File: src/rtl/snoop_comb_pkg.sv
package snoop_comb_pkg;

  typedef enum logic [1:0] {
    PH_IDLE  = 2'd0,
    PH_SNOOP = 2'd1,
    PH_DELIV = 2'd2
  } phase_e;

  typedef enum logic [1:0] {
    FILL_NONE   = 2'd0,
    FILL_SHARED = 2'd1,
    FILL_EXCL   = 2'd2,
    FILL_MOD    = 2'd3
  } fill_e;

  // memory is allowed to answer unless an owner exists or an ownership read found sharers
  function automatic logic mem_may_answer(input logic excl, input logic shared,
                                          input logic dirty);
    return !dirty && !(excl && shared);
  endfunction

  function automatic fill_e pick_fill(input logic excl, input logic shared,
                                      input logic dirty);
    if (excl)                return FILL_MOD;
    else if (shared || dirty) return FILL_SHARED;
    else                      return FILL_EXCL;
  endfunction

endpackage

File: src/rtl/snoop_line_merge.sv
module snoop_line_merge #(
  parameter int N_CACHES = 4
) (
  input  logic [N_CACHES-1:0] hit_vec,
  input  logic [N_CACHES-1:0] dirty_vec,
  input  logic [N_CACHES-1:0] pend_vec,
  output logic                any_hit,
  output logic                any_dirty,
  output logic                any_pend
);
  // wire-OR of the open-collector lines
  assign any_hit   = |hit_vec;
  assign any_dirty = |dirty_vec;
  assign any_pend  = |pend_vec;
endmodule

File: src/rtl/snoop_watchdog.sv
module snoop_watchdog #(
  parameter int CNT_W = 8
) (
  input  logic             clk,
  input  logic             rst_n,
  input  logic             arm,
  input  logic             pend,
  input  logic [CNT_W-1:0] limit,
  output logic             fire
);
  localparam int WIDE = CNT_W + 1;

  logic [WIDE-1:0] seen_q;
  logic [WIDE-1:0] lim_w;

  assign lim_w = {1'b0, limit};

  // counts busy cycles seen so far; stops one past the limit so it fires once
  always_ff @(posedge clk) begin
    if (!rst_n || !arm)
      seen_q <= '0;
    else if (pend && seen_q <= lim_w)
      seen_q <= seen_q + WIDE'(1);
  end

  assign fire = arm && pend && (seen_q == lim_w);
endmodule

File: src/rtl/snoop_resp_combiner.sv
module snoop_resp_combiner
  import snoop_comb_pkg::*;
#(
  parameter int N_CACHES = 4,
  parameter int CNT_W    = 8
) (
  input  logic                clk,
  input  logic                rst_n,
  input  logic                addr_valid,
  input  logic                req_excl,
  input  logic [N_CACHES-1:0] snp_hit,
  input  logic [N_CACHES-1:0] snp_dirty,
  input  logic [N_CACHES-1:0] snp_pending,
  input  logic [CNT_W-1:0]    tmo_limit,
  output logic                rsp_valid,
  output logic                rsp_shared,
  output logic                rsp_dirty,
  output logic [1:0]          fill_state,
  output logic                mem_respond,
  output logic                mem_suppress,
  output logic                tmo_err
);

  phase_e phase_q;
  logic   excl_q, shared_q, dirty_q, tmo_q;

  logic any_hit, any_dirty, any_pend;
  // named internal events
  logic accept_evt, resolve_evt, tmo_evt, snooping;
  logic gate_ok;

  snoop_line_merge #(.N_CACHES(N_CACHES)) u_merge (
    .hit_vec  (snp_hit),
    .dirty_vec(snp_dirty),
    .pend_vec (snp_pending),
    .any_hit  (any_hit),
    .any_dirty(any_dirty),
    .any_pend (any_pend)
  );

  assign snooping    = (phase_q == PH_SNOOP);
  assign accept_evt  = (phase_q == PH_IDLE) && addr_valid;
  assign resolve_evt = snooping && !any_pend;

  snoop_watchdog #(.CNT_W(CNT_W)) u_wdog (
    .clk  (clk),
    .rst_n(rst_n),
    .arm  (snooping),
    .pend (any_pend),
    .limit(tmo_limit),
    .fire (tmo_evt)
  );

  always_ff @(posedge clk) begin
    if (!rst_n) begin
      phase_q  <= PH_IDLE;
      excl_q   <= 1'b0;
      shared_q <= 1'b0;
      dirty_q  <= 1'b0;
      tmo_q    <= 1'b0;
    end else begin
      tmo_q <= tmo_evt;
      unique case (phase_q)
        PH_IDLE: if (accept_evt) begin
          phase_q <= PH_SNOOP;
          excl_q  <= req_excl;
        end
        PH_SNOOP: if (resolve_evt) begin
          phase_q  <= PH_DELIV;
          shared_q <= any_hit;
          dirty_q  <= any_dirty;
        end
        PH_DELIV: phase_q <= PH_IDLE;
        default:  phase_q <= PH_IDLE;
      endcase
    end
  end

  assign gate_ok      = mem_may_answer(excl_q, shared_q, dirty_q);
  assign rsp_valid    = (phase_q == PH_DELIV);
  assign rsp_shared   = rsp_valid && shared_q;
  assign rsp_dirty    = rsp_valid && dirty_q;
  assign fill_state   = rsp_valid ? pick_fill(excl_q, shared_q, dirty_q) : FILL_NONE;
  assign mem_respond  = rsp_valid && gate_ok;
  assign mem_suppress = rsp_valid && !gate_ok;
  assign tmo_err      = tmo_q;

endmodule

File: config.mk
export PLATFORM = sky130hd
export DESIGN_NAME = snoop_resp_combiner
export DESIGN_NICKNAME = d
export VERILOG_FILES = /design/src/rtl/snoop_comb_pkg.sv /design/src/rtl/snoop_line_merge.sv /design/src/rtl/snoop_watchdog.sv /design/src/rtl/snoop_resp_combiner.sv
export SDC_FILE = /design/constraint.sdc
export NUM_CORES = 1
export LEC_CHECK = 0
export ABC_AREA = 1
export BUFFER_PORTS_ARGS = -buffer_cell sky130_fd_sc_hd__clkbuf_2
export CAP_MARGIN = 20
export CORE_UTILIZATION = 50
export DETAILED_ROUTE_END_ITERATION = 8
export PLACE_DENSITY_LB_ADDON = 0.25
export SETUP_SLACK_MARGIN = 0.5
export SYNTH_ARGS = -nofsm -noshare
export SYNTH_HDL_FRONTEND = slang
export SYNTH_SLANG_ARGS = --single-unit
File: constraint.sdc
create_clock -name clk -period 3.6 [get_ports clk]
set_input_delay 0.18 -clock clk [delete_from_list [all_inputs] [get_ports clk]]
set_output_delay 0.18 -clock clk [all_outputs]
set_load 0.02 [all_outputs]
==> metrics.cfg <==
[global_routing]
grt_pass1_vias=855
track_usage_pct=21.77
grt_max_degree=17
grt_pass1_wl_um=3360
grt_remaining_overflow=0
antenna_found_initial=0

[power]
p_comb_share_pct=14.3
p_sw_share_pct=26.89
netSwitchingPower_mw=0.08587
clockPowerShare_pct=31.5
power_frac_seq_pct=54.2
powerDensity_nw_per_um2=269.5
p_int_mw=0.2335
leakagePower_nw=0.6031
fin_total_pwr_mw=0.3193
ir_worst_vdd_uv=151.5

[floorplanning]
die_w_um=46.44
io_pins=32
coreArea_um2=1783
die_area_um2=2156
die_y_um=46.44
initial_core_util_pct=55.37
num_rows=15

[clock_network]
htree_levels=1
clockRootBuffer=clkbuf_4
cts_tree=built
clock-sinks=15
ctsHoldBuffers=0
clock_latency_ns=0.29
post_cts_resized=0
clk_pin_slew_ns=0.10
post_cts_buffers=0
numCtsBuffers=3
cts_buffer_depth=2

[setup_path]
cp.required_ns=3.83
r2r_cells=9
r2r_start=u_wdog.seen_q[6]
worstSetupEndpointType=register
cp_max_fo=16
worst-r2r-setup-slack_ns=1.98
setup.worst_path.start_class=register
rr_endpoint=u_wdog.seen_q[1]
path_class=reg -> reg
cp.arrival_ns=1.85

[routing]
routed_wirelength_um=1992
first_iter_violations=18
wl_per_cell_um=9.670
drc=0
routed-via-count=1007
postRouteAntennaNets=0
routed_via_density=4.888
dr.pass1.iters=4

[logic_synthesis]
ys_types=23
postSynthNetCount=180
synth-compound-area-share_pct=11.15
netlist_area_um2=987.2
synthCells=147
synth_top_area_share_pct=30.42
synthMuxAreaShare_pct=0
yosys.area_share.simple_pct=35.61
ys_ff_latch=15
synth_top_family_by_area=simple AND/OR/NAND/NOR gates
avgSynthCellArea_um2=6.716
synth-xor-area-share_pct=0
yosys.area_share.adder_pct=11.41
ys_seq_area_share_pct=30.42
synth.area.top_cells=dfxtp_1 (30%), ha_1 (11%), nand2_1 (9.9%)
yosys_warnings=0
yosysTopAreaCell=dfxtp_1

[worst_hold_path]
min_path_cells=3
hold_start=snp_dirty[2]
holdPathEnd=dirty_q
hold_path.class=in -> reg

[timing]
relSlewSlack_pct=83.40
period_share_pct=44.95
setup_viol=0
period_needed_ns=1.618
max_freq_mhz=617.9
maxSlewViolCount=0
tns_ns=0
fin_skew_ns=0.005094
rsz0062_at_grt=false
hold_viol=0
tightest_slew_ns=0.2471

[final_layout]
fin_nets=215
diodes=0
drive_gt1_share_pct=25.41
stdcell_count=206
area_delta_synth_final_pct=20.03
fin_util_pct=66.46
final_common_cell=clkbuf_2
layout_common_cells=clkbuf_2 (31), nand2_1 (26), nor2_1 (24), inv_1 (22), dfxtp_1 (15)

[placed_design]
gp_congestion=0.7636
place_hpwl_um=1628
dp_cells=202
placement.io_buffers=31

[status]
status=finished, final reports clean

[flow_run]
drv_cap=0

-- power by group through the flow --
stage	sequential, mW	clock (mW)	combinational [mW]
2_1_floorplan	0.176	0	0.0280
6_report	0.173	0.101	0.0456
3_3_place_gp	0.177	0	0.0440
5_1_grt	0.174	0.112	0.0527
4_1_cts	0.173	0.104	0.0462
3_5_place_dp	0.177	0	0.0458
-- kinds of logic (layout without fill, tap and decap cells) --
family,count (synthesis),in the layout
DFF,15,15
AOI/OAI and AO/OA,20,20
adders and majority gates,9,9
and+or+nand+nor,76,76
buffers and inverters,27,61
-- cells in the mapped netlist, drive strengths merged --
library cell / n
a21oi: 14
a31oi: 1
and3: 1
buf: 1
clkinv: 1
dfxtp: 15
ha: 9
inv: 25
nand2: 30
nand3: 12
nand4: 1
nor2: 26
nor3: 3
nor4: 2
o21ai: 4
o22ai: 1
or2: 1
-- worst max-delay path by stage --
stage	startpoint	endpoint	slack, ns
after floorplan	u_wdog.seen_q[6]	u_wdog.seen_q[7]	2.14
after global placement	u_wdog.seen_q[5]	u_wdog.seen_q[1]	2.10
after detailed placement	u_wdog.seen_q[6]	u_wdog.seen_q[1]	2.00
after CTS	u_wdog.seen_q[6]	u_wdog.seen_q[1]	1.98
after global routing	u_wdog.seen_q[5]	u_wdog.seen_q[1]	1.84
final	u_wdog.seen_q[6]	u_wdog.seen_q[1]	1.98
-- registers in the layout, summed over array words and instances, names as in the netlist --
register,flops
phase_q,2
excl_q,1
dirty_q,1
shared_q,1
tmo_err,1
u_wdog.seen_q,9
-- per-layer routing --
layer / track usage, % / part of all wire, %
met5: 0 / 0
met4: 7.647 / 0
met3: 4.706 / 4.0
met2: 36.11 / 52
met1: 27.38 / 44
-- critical path, cell delays in order, from the launching register on --
cell,delay [ns]
dfxtp_1,0.36
ha_1,0.31
nand2_1,0.10
nor2_4,0.13
nand4_1,0.16
nand2_4,0.21
nand2_1,0.10
nand2_1,0.06
nand2_1,0.04
nor2_1,0.07
-- metrics by stage --
step / instance area [µm²] / setup slack (ns) / hold slack, ns
6_report: 1185 / 1.982 / 0.1371
4_1_cts: 1185 / 1.983 / 0.1247
2_1_floorplan: 987.2 / 2.142 / 0.3184
5_1_grt: 1185 / 1.836 / 0.1447
3_3_place_gp: 1159 / 2.102 / 0.4296
3_5_place_dp: 1159 / 1.999 / 0.4329
-- cell type report --
class,instances,area (µm²)
Clock buffer,4,26.28
Tap cell,25,31.28
Multi-Input combinational cell,105,574.3
Timing Repair Buffer,31,155.1
Sequential cell,15,300.3
Inverter,26,97.59
Fill cell,162,598.1
Note: power is estimated with default switching activity, not from simulation.
